### src/rtl/lvds_ser_pkg.sv
package lvds_ser_pkg;
  localparam int CH_W_DEF      = 6;  // bits per colour channel
  localparam int SLOTS_DEF     = 7;  // serial slots per pixel period
  localparam int DLANES_DEF    = 4;  // data lanes
  localparam int SYNC_LANE_DEF = 2;  // lane holding HS/VS/DE
endpackage

### src/rtl/lvds_lane_map.sv
module lvds_lane_map #(
  parameter int CH_W   = 6,
  parameter int SLOTS  = 7,
  parameter int DLANES = 4
) (
  input  logic [CH_W-1:0]               red_i,
  input  logic [CH_W-1:0]               grn_i,
  input  logic [CH_W-1:0]               blu_i,
  input  logic                          hs_i,
  input  logic                          vs_i,
  input  logic                          de_i,
  input  logic                          msb_first_i,
  output logic [DLANES-1:0][SLOTS-1:0]  words_o
);
  localparam int NBITS = 3*CH_W + 3;

  logic [NBITS-1:0] seq;

  // payload in transmit order; colour bit order depends on the map
  always_comb begin
    for (int i = 0; i < CH_W; i++) begin
      seq[i]          = msb_first_i ? red_i[CH_W-1-i] : red_i[i];
      seq[CH_W+i]     = msb_first_i ? grn_i[CH_W-1-i] : grn_i[i];
      seq[2*CH_W+i]   = msb_first_i ? blu_i[CH_W-1-i] : blu_i[i];
    end
    seq[3*CH_W]   = hs_i;
    seq[3*CH_W+1] = vs_i;
    seq[3*CH_W+2] = de_i;
  end

  // fill lanes slot by slot; unused positions are zero
  always_comb begin
    for (int l = 0; l < DLANES; l++) begin
      for (int s = 0; s < SLOTS; s++) begin
        if (l*SLOTS + s < NBITS) words_o[l][s] = seq[l*SLOTS + s];
        else                     words_o[l][s] = 1'b0;
      end
    end
  end
endmodule

### src/rtl/lvds_slot_swap.sv
module lvds_slot_swap #(
  parameter int SLOTS  = 7,
  parameter int DLANES = 4
) (
  input  logic                          swap_i,
  input  logic [DLANES-1:0][SLOTS-1:0]  words_i,
  output logic [DLANES-1:0][SLOTS-1:0]  words_o
);
  for (genvar l = 0; l < DLANES; l++) begin : g_lane
    for (genvar s = 0; s < SLOTS; s++) begin : g_slot
      // partner slot; an unpaired last slot keeps its place
      localparam int PARTNER = ((s ^ 1) < SLOTS) ? (s ^ 1) : s;
      assign words_o[l][s] = swap_i ? words_i[l][PARTNER] : words_i[l][s];
    end
  end
endmodule

### src/rtl/lvds_shift_lane.sv
module lvds_shift_lane #(
  parameter int SLOTS = 7
) (
  input  logic             clk,
  input  logic             rst_n,
  input  logic             load_i,
  input  logic [SLOTS-1:0] par_i,
  output logic             ser_o
);
  logic [SLOTS-1:0] sh_q;

  // index 0 is the slot on the wire; shift toward it
  always_ff @(posedge clk or negedge rst_n) begin
    if (!rst_n)      sh_q <= '0;
    else if (load_i) sh_q <= par_i;
    else             sh_q <= {1'b0, sh_q[SLOTS-1:1]};
  end

  assign ser_o = sh_q[0];
endmodule

### src/rtl/lvds_pix_serializer.sv
module lvds_pix_serializer
  import lvds_ser_pkg::*;
#(
  parameter int CH_W      = CH_W_DEF,
  parameter int SLOTS     = SLOTS_DEF,
  parameter int DLANES    = DLANES_DEF,
  parameter int SYNC_LANE = SYNC_LANE_DEF
) (
  input  logic              clk,
  input  logic              rst_n,
  input  logic              in_valid,
  output logic              in_ready,
  input  logic [CH_W-1:0]   in_red,
  input  logic [CH_W-1:0]   in_grn,
  input  logic [CH_W-1:0]   in_blu,
  input  logic              in_hsync,
  input  logic              in_vsync,
  input  logic              in_de,
  input  logic              cfg_map_sel,
  input  logic              cfg_slot_swap,
  output logic [DLANES-1:0] lane_d_o,
  output logic              lane_clk_o
);
  localparam int CW      = (SLOTS > 1) ? $clog2(SLOTS) : 1;
  localparam int HI_CNT  = (SLOTS + 1) / 2;
  localparam int HI_HEAD = HI_CNT / 2;
  localparam int HI_TAIL = HI_CNT - HI_HEAD;
  localparam logic [CW-1:0] LAST_SLOT = CW'(SLOTS - 1);

  function automatic logic [SLOTS-1:0] clk_pattern();
    logic [SLOTS-1:0] p;
    for (int s = 0; s < SLOTS; s++)
      p[s] = (s < HI_HEAD) || (s >= SLOTS - HI_TAIL);
    return p;
  endfunction

  localparam logic [SLOTS-1:0] CLK_PAT = clk_pattern();

  logic [CW-1:0] slot_q;
  logic          take;
  logic          hs_hold_q, vs_hold_q;
  logic [CH_W-1:0] red_w, grn_w, blu_w;
  logic          hs_w, vs_w, de_w;
  logic [DLANES-1:0][SLOTS-1:0] mapped_w, swapped_w;

  // slot counter: strobe on the last slot, first strobe right after reset
  always_ff @(posedge clk or negedge rst_n) begin
    if (!rst_n)                slot_q <= LAST_SLOT;
    else if (slot_q == LAST_SLOT) slot_q <= '0;
    else                       slot_q <= slot_q + 1'b1;
  end

  assign in_ready = (slot_q == LAST_SLOT);
  assign take     = in_valid & in_ready;

  // sync levels persist through blank words
  always_ff @(posedge clk or negedge rst_n) begin
    if (!rst_n) begin
      hs_hold_q <= 1'b0;
      vs_hold_q <= 1'b0;
    end else if (take) begin
      hs_hold_q <= in_hsync;
      vs_hold_q <= in_vsync;
    end
  end

  always_comb begin
    red_w = take ? in_red : '0;
    grn_w = take ? in_grn : '0;
    blu_w = take ? in_blu : '0;
    hs_w  = take ? in_hsync : hs_hold_q;
    vs_w  = take ? in_vsync : vs_hold_q;
    de_w  = take & in_de;
  end

  lvds_lane_map #(.CH_W(CH_W), .SLOTS(SLOTS), .DLANES(DLANES)) u_map (
    .red_i(red_w), .grn_i(grn_w), .blu_i(blu_w),
    .hs_i(hs_w), .vs_i(vs_w), .de_i(de_w),
    .msb_first_i(cfg_map_sel),
    .words_o(mapped_w)
  );

  lvds_slot_swap #(.SLOTS(SLOTS), .DLANES(DLANES)) u_swap (
    .swap_i(cfg_slot_swap),
    .words_i(mapped_w),
    .words_o(swapped_w)
  );

  for (genvar l = 0; l < DLANES; l++) begin : g_data
    lvds_shift_lane #(.SLOTS(SLOTS)) u_sh (
      .clk(clk), .rst_n(rst_n), .load_i(in_ready),
      .par_i(swapped_w[l]), .ser_o(lane_d_o[l])
    );
  end

  lvds_shift_lane #(.SLOTS(SLOTS)) u_clk_sh (
    .clk(clk), .rst_n(rst_n), .load_i(in_ready),
    .par_i(CLK_PAT), .ser_o(lane_clk_o)
  );
endmodule

### config.mk
export PLATFORM = sky130hd
export DESIGN_NAME = lvds_pix_serializer
export DESIGN_NICKNAME = d
export VERILOG_FILES = /design/src/rtl/lvds_ser_pkg.sv /design/src/rtl/lvds_lane_map.sv /design/src/rtl/lvds_slot_swap.sv /design/src/rtl/lvds_shift_lane.sv /design/src/rtl/lvds_pix_serializer.sv
export SDC_FILE = /design/constraint.sdc
export NUM_CORES = 1
export LEC_CHECK = 0
export CORE_MARGIN = 2
export CORE_UTILIZATION = 39
export DETAILED_ROUTE_END_ITERATION = 10
export GPL_ROUTABILITY_DRIVEN = 0
export PLACE_DENSITY = 0.65
export SYNTH_ARGS = -nofsm -noshare
export SYNTH_HDL_FRONTEND = slang
export SYNTH_SLANG_ARGS = --single-unit
### constraint.sdc
create_clock -name clk -period 4.2 [get_ports clk]
set_input_delay 1.26 -clock clk [delete_from_list [all_inputs] [get_ports clk]]
set_output_delay 1.26 -clock clk [all_outputs]
set_load 0.02 [all_outputs]
==> flow_metrics.env <==
export IMPL_crit_chain="nand3b_4 > inv_2 > clkdlybuf4s50_1"
export IMPL_cts_sinks=33
export IMPL_cap_violations=0
export IMPL_seq_area_frac_synth=0.514
export IMPL_antenna_found_initial=0
export IMPL_fill_cells=359
export IMPL_cts_root_buf="clkbuf_8"
export IMPL_clock_latency_ps=280
export IMPL_grt_pass1_wl_um=4850
export IMPL_synthCells=137
export IMPL_ctsResizeCount=0
export IMPL_crit_path_end_kind="output pin"
export IMPL_via_count=1060
export IMPL_synthArstFlopShare=1.00
export IMPL_ys_ff_latch=33
export IMPL_timing_final_crit_share=0.759
export IMPL_areaGrowthSynthToFinish_pct=24.0
export IMPL_maxClockFrequency_mhz=314
export IMPL_synth_edff_count=0
export IMPL_hold_viol=0
export IMPL_track_usage=0.143
export IMPL_hold_path_class="flop to flop"
export IMPL_arrival_ps=1930
export IMPL_worst_slack_ps=1010
export IMPL_remaining_drc_errors=0
export IMPL_ios=32
export IMPL_num_rows=23
export IMPL_htree_levels=2
export IMPL_slew_headroom=0.328
export IMPL_total_power_mw=0.699
export IMPL_core_um2=4000
export IMPL_slowest_stage="clkdlybuf4s50_1"
export IMPL_drtIter0Drc=35
export IMPL_synth_largest_area_cell="dfrtp_1"
export IMPL_start_kind="flop"
export IMPL_yosys_area_share_simple=0.0948
export IMPL_cts_tree="done"
export IMPL_status="complete, no violations"
export IMPL_cp_required_ps=2940
export IMPL_dieHeight_um=68.3
export IMPL_finalSetupViolCount=0
export IMPL_skew_ps=4.14
export IMPL_place_inst=206
export IMPL_fin_util=0.499
export IMPL_irDropWorstVdd_mv=0.255
export IMPL_synthMuxAreaShare=0.254
export IMPL_layout_min_cycle_time_ps=3190
export IMPL_synth_top_area_frac=0.482
export IMPL_fin_tns_setup_ps=0
export IMPL_most_common_layout_cells="dfrtp_1 (31), clkdlybuf4s50_1 (30), mux2i_1 (21)"
export IMPL_syn_area_um2=1610
export IMPL_synth_adder_area_share=0
export IMPL_crit_fanout=27
export IMPL_synth_net_count=163
export IMPL_final_cells=214
export IMPL_drive_gt1_frac=0.201
export IMPL_leakage_nw=0.946
export IMPL_die_area_um2=4660
export IMPL_avgSynthCellArea_um2=11.8
export IMPL_synthDistinctLibCells=23
export IMPL_dp_slack_ps=1040
export IMPL_drv_slew=0
export IMPL_ys_flop_type="dfrtp_1"
export IMPL_crit_type="flop to output pin"
export IMPL_cts_setup_buffers=0
export IMPL_initial_core_util=0.403
export IMPL_synth_compound_gate_area_share=0.0591
export IMPL_powerDensity_nw_per_um2=350
export IMPL_rsz0062_at_grt="no"
export IMPL_postRouteWirelength_um=2890
export IMPL_diodes=0
export IMPL_cts_buffer_depth=2
export IMPL_synth_area_leaders="dfrtp_1 (48%), mux2i_1 (13%), mux2_2 (10%), o21ai_0 (5.3%), nand2_1 (4.4%)"
export IMPL_max_stage_delay_ps=620
export IMPL_viasPerCell=4.95
export IMPL_wl_per_cell_um=13.5
export IMPL_synth_top_family_by_area="multiplexers"
export IMPL_io_buffers=30
export IMPL_seq_area_um2=828
export IMPL_place_hpwl_um=1960
export IMPL_clk_pin_slew_ps=60
export IMPL_yosys_warnings=0
export IMPL_grt_max_degree=34
export IMPL_worst_slew_pin_transition_ps=1000
export IMPL_die_x_um=68.3
export IMPL_multi_input_comb_area_um2=693
export IMPL_drt_first_pass_iters=4
export IMPL_layout_commonest_cell="dfrtp_1"
export IMPL_yosys_area_share_xor_xnor=0.0202
export IMPL_final_nets=189
export IMPL_cts_buffers=5
export IMPL_postRouteAntennaNets=0
export IMPL_grt_pass1_vias=1087
export IMPL_grt_ovfl_total=0
export IMPL_cts_hold_buf=0
## layer usage
| layer | GRT usage | part of all wire | vias to the layer above |
|---|---|---|---|
| li1 | - | - | 509 |
| met1 | 0.181 | 0.45 | 525 |
| met2 | 0.222 | 0.49 | 22 |
| met3 | 0.0576 | 0.047 | 4 |
| met4 | 0.0450 | 0.011 | 0 |
| met5 | 0 | 0 | - |
## cell usage after synthesis (all sizes together) (2+ instances only)
master / n
and2: 3
nand2b: 3
o21ai: 18
mux2: 17
mux2i: 21
dfrtp: 31
buf: 10
dfstp: 2
nor2: 3
clkbuf: 2
nand2: 20
## registers in the layout (all words and copies together), names as in the netlist
name	flops
hs_hold_q	1
u_clk_sh.sh_q	7
slot_q	3
vs_hold_q	1
g_data.u_sh.sh_q	21
## cells by family after synthesis
| logic type | after synthesis |
|---|---|
| AO/OA/AOI/OAI | 19 |
| XOR/XNOR | 2 |
| buffers and inverters | 13 |
| flip-flops | 33 |
| multiplexers | 38 |
| other | 1 |
| AND/OR/NAND/NOR | 31 |
## stage by stage
step | hold slack, ps | instance area, µm²
CTS | 439 | 2000
finish | 434 | 2000
global placement | 419 | 1900
floorplan | 408 | 1610
detailed placement | 420 | 1900
global route | 461 | 2000
## final cells by class
type	instances	share of cell area
Tap cell	50	0.0313
Clock buffer	7	0.0482
Sequential cell	33	0.415
Clock inverter	1	0.00251
Inverter	1	0.00188
Multi-Input combinational cell	91	0.347
Timing Repair Buffer	31	0.154
## worst paths after layout
kind | endpoint | cells past startpoint | slack [ps] | start
worst min-delay path | u_clk_sh.sh_q[0]$_DFF_PN0_ | 1 | 430 | u_clk_sh.sh_q[1]$_DFF_PN0_
worst max-delay path | in_ready | 3 | 1010 | slot_q[1]$_DFF_PN1_
worst max register to register | hs_hold_q$_DFF_PN0_ | 4 | 2430 | slot_q[1]$_DFF_PN1_
max in group asynchronous | slot_q[2]$_DFF_PN1_ | 2 | 2480 | rst_n
worst min register to register | u_clk_sh.sh_q[0]$_DFF_PN0_ | 1 | 430 | u_clk_sh.sh_q[1]$_DFF_PN0_
min in group asynchronous | u_clk_sh.sh_q[1]$_DFF_PN0_ | 2 | 1390 | rst_n
## critical path, delay by kind of cell, from the launching register on
kind,cells,cell delay [ps]
buf+inv,2,790
simple gates,1,270
flops,1,590
## power by group
part | internal, mW | switching (mW)
sequential | 0.335 | 0.00535
combinational | 0.0555 | 0.0428
clock | 0.148 | 0.112
Power figures use the tool's default switching activity.
